$ cat config.mk
export PLATFORM = sky130hd
export DESIGN_NAME = selftest_req_ctrl
export DESIGN_NICKNAME = d
export VERILOG_FILES = /design/src/rtl/selftest_pkg.sv /design/src/rtl/selftest_trig_regs.sv /design/src/rtl/selftest_lock.sv /design/src/rtl/selftest_issue.sv /design/src/rtl/selftest_req_ctrl.sv
export SDC_FILE = /design/constraint.sdc
export NUM_CORES = 1
export LEC_CHECK = 0
export ABC_AREA = 1
export BUFFER_PORTS_ARGS = -buffer_cell sky130_fd_sc_hd__buf_2
export CORE_MARGIN = 2
export CORE_UTILIZATION = 44
export DETAILED_ROUTE_END_ITERATION = 8
export GPL_ROUTABILITY_DRIVEN = 0
export PLACE_DENSITY_LB_ADDON = 0.05
export SLEW_MARGIN = 20
export SYNTH_ARGS = -nofsm -noshare
export SYNTH_HDL_FRONTEND = slang
export SYNTH_SLANG_ARGS = --single-unit
$ cat constraint.sdc
create_clock -name clk -period 1.31 [get_ports clk]
set_input_delay 0.0655 -clock clk [delete_from_list [all_inputs] [get_ports clk]]
set_output_delay 0.0655 -clock clk [all_outputs]
set_load 0.02 [all_outputs]
$ cat src/rtl/selftest_pkg.sv
package selftest_pkg;

    localparam int MAX_PORTS = 8;
    localparam int PORT_W    = 3;
    localparam int PARAM_W   = 6;
    localparam int OK_BIT    = 11;
    localparam int ERR_BIT   = 10;
    localparam int PARAM_LSB = 2;

    typedef logic [MAX_PORTS-1:0] port_vec_t;
    typedef logic [PARAM_W-1:0]   param_t;

    // Register bit that carries the trigger of a given port.
    function automatic int trig_pos(input int port);
        return (port < 2) ? (8 + port) : (10 + port);
    endfunction

endpackage

$ cat src/rtl/selftest_trig_regs.sv
module selftest_trig_regs
    import selftest_pkg::*;
#(
    parameter int NPORTS = 6
) (
    input  logic        clk,
    input  logic        rst_n,
    input  logic        wr_en_i,
    input  logic [31:0] wr_data_i,
    output port_vec_t   trig_o,
    output port_vec_t   rise_o,
    output param_t      param_o
);

    typedef struct packed {
        port_vec_t trig;
        port_vec_t rise;
        param_t    param;
    } trig_st_t;

    trig_st_t  st_d, st_q;
    port_vec_t wr_trig;

    always_comb begin
        wr_trig = '0;
        for (int i = 0; i < MAX_PORTS; i++) begin
            if (i < NPORTS) begin
                wr_trig[i] = wr_data_i[trig_pos(i)];
            end
        end
    end

    always_comb begin
        st_d      = st_q;
        st_d.rise = '0;
        if (wr_en_i) begin
            st_d.trig  = wr_trig;
            st_d.rise  = wr_trig & ~st_q.trig;
            st_d.param = wr_data_i[PARAM_LSB +: PARAM_W];
        end
    end

    always_ff @(posedge clk) begin
        if (!rst_n) begin
            st_q <= '0;
        end else begin
            st_q <= st_d;
        end
    end

    assign trig_o  = st_q.trig;
    assign rise_o  = st_q.rise;
    assign param_o = st_q.param;

    // an edge marker only follows a register write
    p_rise_needs_write_r2: assert property (@(posedge clk) disable iff (!rst_n)
        (st_q.rise != '0) |-> $past(wr_en_i));

endmodule

$ cat src/rtl/selftest_lock.sv
module selftest_lock
    import selftest_pkg::*;
#(
    parameter int NPORTS = 6
) (
    input  logic              clk,
    input  logic              rst_n,
    input  logic              set_valid_i,
    input  logic [PORT_W-1:0] set_port_i,
    input  port_vec_t         enable_i,
    output port_vec_t         lock_o
);

    typedef struct packed {
        port_vec_t locked;
        port_vec_t off_seen;
    } lock_st_t;

    lock_st_t st_d, st_q;

    always_comb begin
        st_d = st_q;
        for (int i = 0; i < MAX_PORTS; i++) begin
            if (i < NPORTS) begin
                if (st_q.locked[i] && !enable_i[i]) begin
                    st_d.off_seen[i] = 1'b1;
                end
                if (st_q.locked[i] && st_q.off_seen[i] && enable_i[i]) begin
                    st_d.locked[i]   = 1'b0;
                    st_d.off_seen[i] = 1'b0;
                end
                if (set_valid_i && (set_port_i == PORT_W'(i))) begin
                    st_d.locked[i]   = 1'b1;
                    st_d.off_seen[i] = 1'b0;
                end
            end
        end
    end

    always_ff @(posedge clk) begin
        if (!rst_n) begin
            st_q <= '0;
        end else begin
            st_q <= st_d;
        end
    end

    assign lock_o = st_q.locked;

    // a success locks the port that completed
    p_lock_on_success_r6: assert property (@(posedge clk) disable iff (!rst_n)
        set_valid_i |=> st_q.locked[$past(set_port_i)]);

endmodule

$ cat src/rtl/selftest_issue.sv
module selftest_issue
    import selftest_pkg::*;
(
    input  logic              clk,
    input  logic              rst_n,
    input  port_vec_t         rise_i,
    input  port_vec_t         present_i,
    input  port_vec_t         lowpwr_i,
    input  port_vec_t         lock_i,
    input  param_t            param_i,
    input  logic              clr_ok_i,
    input  logic              clr_err_i,
    input  logic              cpl_valid_i,
    input  logic              cpl_err_i,
    output logic              req_valid_o,
    output logic [PORT_W-1:0] req_port_o,
    output logic [7:0]        req_pattern_o,
    output logic              ok_o,
    output logic              err_o,
    output logic              done_ok_o,
    output logic [PORT_W-1:0] done_port_o
);

    typedef struct packed {
        logic              req_valid;
        logic [PORT_W-1:0] port;
        logic [7:0]        pattern;
        logic              busy;
        logic              ok;
        logic              err;
    } issue_st_t;

    issue_st_t         st_d, st_q;
    port_vec_t         elig;
    logic [PORT_W-1:0] sel;
    logic              found;
    logic              done_ok, done_err;

    always_comb begin
        elig  = rise_i & present_i & ~lowpwr_i & ~lock_i;
        sel   = '0;
        found = 1'b0;
        for (int i = MAX_PORTS - 1; i >= 0; i--) begin
            if (elig[i]) begin
                sel   = PORT_W'(i);
                found = 1'b1;
            end
        end
    end

    always_comb begin
        done_ok  = cpl_valid_i && st_q.busy && !cpl_err_i;
        done_err = cpl_valid_i && st_q.busy && cpl_err_i;

        st_d           = st_q;
        st_d.req_valid = 1'b0;
        if (cpl_valid_i && st_q.busy) begin
            st_d.busy = 1'b0;
        end
        if (!st_q.busy && found) begin
            st_d.req_valid = 1'b1;
            st_d.busy      = 1'b1;
            st_d.port      = sel;
            st_d.pattern   = {param_i, 2'b00};
        end
        st_d.ok  = (st_q.ok  && !clr_ok_i)  || done_ok;
        st_d.err = (st_q.err && !clr_err_i) || done_err;
    end

    always_ff @(posedge clk) begin
        if (!rst_n) begin
            st_q <= '0;
        end else begin
            st_q <= st_d;
        end
    end

    assign req_valid_o   = st_q.req_valid;
    assign req_port_o    = st_q.port;
    assign req_pattern_o = st_q.pattern;
    assign ok_o          = st_q.ok;
    assign err_o         = st_q.err;
    assign done_ok_o     = done_ok;
    assign done_port_o   = st_q.port;

    // the strobe never lasts two cycles, since the block is then busy
    p_single_strobe_r10: assert property (@(posedge clk) disable iff (!rst_n)
        st_q.req_valid |=> !st_q.req_valid);

    // an issued port was present, awake and not locked when chosen
    p_gated_port_r3: assert property (@(posedge clk) disable iff (!rst_n)
        st_q.req_valid |->
            ((($past(present_i & ~lowpwr_i & ~lock_i)) >> st_q.port) & 8'd1) == 8'd1);

    // an OK completion on a busy block raises the success flag
    p_ok_flag_r4: assert property (@(posedge clk) disable iff (!rst_n)
        (cpl_valid_i && st_q.busy && !cpl_err_i) |=> st_q.ok);

    // an ERR completion on a busy block raises the failure flag
    p_err_flag_r4: assert property (@(posedge clk) disable iff (!rst_n)
        (cpl_valid_i && st_q.busy && cpl_err_i) |=> st_q.err);

endmodule

$ cat src/rtl/selftest_req_ctrl.sv
module selftest_req_ctrl
    import selftest_pkg::*;
#(
    parameter int NPORTS = 6
) (
    input  logic              clk,
    input  logic              rst_n,
    input  logic              reg_wr_en,
    input  logic [31:0]       reg_wr_data,
    output logic [31:0]       reg_rd_data,
    input  logic [NPORTS-1:0] port_present,
    input  logic [NPORTS-1:0] port_lowpwr,
    input  logic [NPORTS-1:0] port_enable,
    output logic              req_valid,
    output logic [2:0]        req_port,
    output logic [7:0]        req_pattern,
    input  logic              cpl_valid,
    input  logic              cpl_err
);

    port_vec_t         trig, rise, lock, present8, lowpwr8, enable8;
    param_t            param;
    logic              ok_flag, err_flag, done_ok;
    logic [PORT_W-1:0] done_port;

    always_comb begin
        present8 = '0;
        lowpwr8  = '0;
        enable8  = '0;
        present8[NPORTS-1:0] = port_present;
        lowpwr8[NPORTS-1:0]  = port_lowpwr;
        enable8[NPORTS-1:0]  = port_enable;
    end

    selftest_trig_regs #(.NPORTS(NPORTS)) u_trig (
        .clk       (clk),
        .rst_n     (rst_n),
        .wr_en_i   (reg_wr_en),
        .wr_data_i (reg_wr_data),
        .trig_o    (trig),
        .rise_o    (rise),
        .param_o   (param)
    );

    selftest_lock #(.NPORTS(NPORTS)) u_lock (
        .clk         (clk),
        .rst_n       (rst_n),
        .set_valid_i (done_ok),
        .set_port_i  (done_port),
        .enable_i    (enable8),
        .lock_o      (lock)
    );

    selftest_issue u_issue (
        .clk           (clk),
        .rst_n         (rst_n),
        .rise_i        (rise),
        .present_i     (present8),
        .lowpwr_i      (lowpwr8),
        .lock_i        (lock),
        .param_i       (param),
        .clr_ok_i      (reg_wr_en && reg_wr_data[OK_BIT]),
        .clr_err_i     (reg_wr_en && reg_wr_data[ERR_BIT]),
        .cpl_valid_i   (cpl_valid),
        .cpl_err_i     (cpl_err),
        .req_valid_o   (req_valid),
        .req_port_o    (req_port),
        .req_pattern_o (req_pattern),
        .ok_o          (ok_flag),
        .err_o         (err_flag),
        .done_ok_o     (done_ok),
        .done_port_o   (done_port)
    );

    always_comb begin
        reg_rd_data = '0;
        for (int i = 0; i < MAX_PORTS; i++) begin
            reg_rd_data[trig_pos(i)] = trig[i];
        end
        reg_rd_data[OK_BIT]                  = ok_flag;
        reg_rd_data[ERR_BIT]                 = err_flag;
        reg_rd_data[PARAM_LSB +: PARAM_W]    = param;
    end

endmodule

Yosys cells after proc, flatten, opt, wreduce, memory -nomap -nowiden. Index checks and enable logic that the tools add are counted.

Bits in registers: 45. Input port bits: 55. Output and inout bits: 44. Logic and storage cells: 123.

Equal/unequal tests: 5. Multiplexer cells: 30. Bitwise gates (word level): 8. Reduce and logical (&&, ||, !) cells: 59.

Operators by type and width (number): $logic_and A1 B1 Y1 (32); $mux W3 (8); $not A6 Y8 (3); $mux W1 (21); $reduce_or A3 Y1 (6); $and A8 B8 Y8 (2); $reduce_bool A2 Y1 (7); $mux W13 (1); $logic_not A1 Y1 (10); $and A6 B8 Y8 (1); $and A8 B6 Y8 (1); $eq A3 B2 Y1 const B (2); $eq A3 B3 Y1 const B (2); $eq A3 B1 Y1 const B (1); $logic_not A3 Y1 (1); $logic_or A1 B1 Y1 (2); $reduce_and A2 Y1 (1); $not A1 Y1 (1).

Longest topological paths before layout.
Word-level depth: 13. Depth in mapped cells: 11. Gate-level depth less buffers: 10.

Hierarchy. Synthesis repeated with hierarchy kept, for this count alone.

Cell total of the unflattened synthesis: 282. Area total of the unflattened synthesis: 2108.3 µm².

By module, submodules not included: selftest_issue (instances 1, cells each 112, area each 760.7 µm², sequential area each 260.2 µm²); selftest_trig_regs (instances 1, cells each 70, area each 631.9 µm², sequential area each 360.3 µm²); selftest_lock (instances 1, cells each 77, area each 561.8 µm², sequential area each 240.2 µm²); selftest_req_ctrl (instances 1, cells each 23, area each 153.9 µm², sequential area each 0.0 µm²).

Least setup slack after synthesis. No wires, ideal clock.

Path type: register to register. Start point: reg u_lock.st_q (netlist bit u_lock.lock_o[5]). End point: reg u_issue.st_q (netlist bit u_issue.req_pattern_o[5]). Setup time: 0.113 ns. Arrival: 1.005 ns. Required time: 1.197 ns. Slack: 0.191 ns. Stages on the path, launching flop included: 12. Buffers on the path: 1. Clock period less this slack: 1.119 ns. Cell sequence: dfxtp_1 -> inv_2 -> nand2_1 -> nor2_1 -> inv_1 -> nand2_1 -> inv_2 -> nand2_4 -> buf_6 -> nand3_2 -> nand2_1 -> nor2_1.

Cells in the longest elaborated chain, start to end: 9.

Ends and longest elaborated chain: start: declaration (line selftest_lock.sv:19) `lock_st_t st_d, st_q;`; start signal: assignment (line selftest_lock.sv:44) `st_q <= st_d;`; $not A6 Y8 (line selftest_issue.sv:40) `elig = rise_i & present_i & ~lowpwr_i & ~lock_i;`; $and A8 B8 Y8 (line selftest_issue.sv:40); $mux W1 (6 in series) (line selftest_issue.sv:44) `if (elig[i]) begin`; $logic_and A1 B1 Y1 (line selftest_issue.sv:60) `if (!st_q.busy && found) begin`; end signal: assignment (line selftest_issue.sv:74) `st_q <= st_d;`; end: declaration (line selftest_issue.sv:33) `issue_st_t st_d, st_q;`.

No other way between the ends. A chain may end at the register's enable or synchronous reset.

Final worst setup path.
Start point: reg u_lock.st_q (netlist bit u_lock.lock_o[1]). End point: reg u_issue.st_q (netlist bit u_issue.req_pattern_o[5]).

Cells in the longest elaborated chain, start to end: 5.

Ends and longest elaborated chain (line): $not A6 Y8 (selftest_issue.sv:40); $and A8 B8 Y8 (selftest_issue.sv:40); $mux W1 (2 in series) (selftest_issue.sv:44); $logic_and A1 B1 Y1 (selftest_issue.sv:60).

No other way between the ends.

==> qor.yml <==
routing:
  final_antenna_net_count: 0
  drt_wl_total_um: 4251
  post-route-drc-count: 0
  drt_iter0_markers: 55
  first_pass_iters: 4
  routed_via_density: 4.499
  vias: 1777
  wl_per_cell_um: 10.76
setup_path:
  cp.required_ps: 1500
  cp-start-kind: "flip-flop"
  cp-end-kind: "flip-flop"
  crit_fanout: 7
  cp.arrival_ps: 1430
  path_class: "flip-flop to flip-flop"
  reg2reg_depth: 8
cells_and_area:
  fill_cells: 507
  final_cell_mix: "60 x buf_2, 41 x dfxtp_1, 39 x nand2_1, 35 x inv_1, 25 x nor2_1"
  layout_commonest_cell: "buf_2"
  final_nets: 395
  syn_to_final_growth_pct: 20.77
  diodes: 0
  final_cell_area_mm2: 0.002525
  layout-drive-gt1-share_pct: 33.72
sta:
  worst_slack_ps: 73.66
  finalCritPeriodShare_pct: 94.38
  slew_violations: 0
  post-route-min-period_ps: 1236
  fmax_mhz: 808.8
  fin_skew_ps: 2.723
  grt_setup_unrepaired: "true"
  hold_viol_final: 0
  tns_ps: 0
  hold_slack_ps: 8.980
  setup-violations-final: 0
synthesis:
  synth_top_area_cell: "dfxtp_1"
  synth_area_leaders: "dfxtp_1 41%, buf_4 12%, nand2_1 7.7%"
  synth_xor_xnor_area_share_pct: 0
  synth.distinct_cells: 26
  synth_area_per_cell_um2: 7.603
  synth_top_area_share_pct: 41.17
  synthSimpleGateAreaFrac_pct: 26.87
  synth_seq_cells: 43
  synth-compound-area-share_pct: 9.814
  ys_seq_area_share_pct: 41.17
  netlist_area_mm2: 0.002091
  synthAdderAreaFrac_pct: 0
  synth.area.mux_share_pct: 0.9575
  synth_top_family_by_area: "simple AND/OR/NAND/NOR gates"
  ys_warn_count: 0
  synthCells: 275
placement:
  portBuffers: 60
  dp_slack_ps: 21.53
  dpl.hpwl_um: 3100
  dpl-instance-area_mm2: 0.002327
floorplanning:
  die_w_um: 72.93
  rows: 25
  pin_count: 99
  dieArea_mm2: 0.005319
  die_h_um: 72.93
  core_area_mm2: 0.004661
  initial_utilization_pct: 44.86
hold_path:
  hold_depth: 3
  hold_path_class: "input port to flip-flop"
clock_tree:
  clock-root-buffer: "clkbuf_8"
  clock_latency_ps: 290
  h-tree-depth: 2
  clkTransAtPathRegs_ps: 80
  cts_buffers: 5
  cts_sinks: 43
  clock_path_buffers: 2
  tritoncts: "yes"
global_routing:
  gr-usage-met1_pct: 20.96
  top_usage_layer: "met2"
  overflow: 0
  grt_max_degree: 15
  track_usage_pct: 16.92
  use_met3_pct: 5.110
  grt_pass1_vias: 1630
  antenna_found_initial: 0
  grt_pass1_wl_um: 6934
  grt_use_met2_pct: 27.78
power:
  clockPowerShare_pct: 29.9
  cellLeakagePower_uw: 0.001251
  p_sw_uw: 764.4
  peakVddDrop_mv: 0.5613
  total_power_uw: 2674
  pwr-share-seq_pct: 52.4
  powerDensity_mw_per_mm2: 1059
  swShare_pct: 28.59
  pwr-share-comb_pct: 17.7
  p_int_uw: 1909
flow_run:
  drv_cap: 0
status:
  status: "finished, final reports clean"
-- area by class of cell --
| class | count | area (um2) | area share, % |
|---|---|---|---|
| multi-input combinational | 173 | 915.9 | 36.27 |
| sequential | 43 | 863.3 | 34.19 |
| timing repair buffer | 78 | 450.4 | 17.84 |
| inverter | 39 | 146.4 | 5.798 |
| clock buffer | 7 | 76.32 | 3.023 |
| tap | 54 | 67.56 | 2.676 |
| clock inverter | 1 | 5.005 | 0.1982 |
-- what timing repair did --
action | CTS | global route
endpoints found under the hold margin | 6 | 0
hold buffers | 6 | 0
pin swaps | 0 | 4
gates resized for setup | 1 | 12
setup buffers | 0 | 0
cloned | 0 | 1
setup endpoints to repair | 1 | 15
-- worst max-delay path, cell delays in order (launching register included) --
cell and delay, ps:
dfxtp_2 350, nor2_2 50, nand2_2 70, nand2_2 70
nor2_4 200, nand2_8 90, buf_4 140, a21oi_2 100
nor2_1 50
-- power by group through the flow --
stage,clock [uW],combinational (uW),sequential (uW)
floorplan,0,347,1460
global placement,0,442,1430
detailed placement,0,445,1430
CTS,843,464,1400
global route,884,529,1410
finish,799,473,1400
-- synth_stat cells, drive strengths merged --
cell type,count
nand4,1
nand3,21
mux2i,2
dfxtp,43
nand2,48
nor3,12
a21boi,1
nor2,29
nor4,2
buf,38
a21oi,17
inv,39
o21ai,18
or2,1
conb,1
clkbuf,2
-- state kept, by name, indices dropped and copies added, names as in the netlist, 3 cells and up --
signal,count
u_issue.done_port_o,3
u_issue.req_pattern_o,6
u_lock.lock_o,6
u_lock.st_q,6
u_trig.param_o,6
u_trig.rise_o,6
u_trig.trig_o,6
-- metrics by stage --
stage | utilization [%] | instances
global route | 54.17 | 395
detailed placement | 49.93 | 380
global placement | 49.93 | 380
finish | 54.17 | 395
CTS | 53.15 | 394
floorplan | - | 294
-- layer usage --
layer,share of wire [%],vias to the layer above,wire length (um)
li1,-,940,-
met1,46,787,1948
met2,47,44,2011
met3,5.5,6,235
met4,1.3,0,55
met5,0,-,0
-- cell families after synthesis --
| group | Yosys count |
|---|---|
| buffers and inverters | 79 |
| other | 1 |
| AOI/OAI and AO/OA | 36 |
| muxes | 2 |
| and+or+nand+nor | 114 |
| DFF | 43 |
-- final timing paths --
| check | slack [ps] | to | start |
|---|---|---|---|
| worst max-delay path | 70 | u_issue.req_pattern_o[5] | u_lock.lock_o[1] |
| worst min-delay path | 9 | u_trig.rise_o[4] | reg_wr_data[14] |
| worst max register to register | 70 | u_issue.req_pattern_o[5] | u_lock.lock_o[1] |
| worst min register to register | 450 | u_trig.rise_o[3] | u_trig.trig_o[3] |
(Power assumes the default switching activity.)
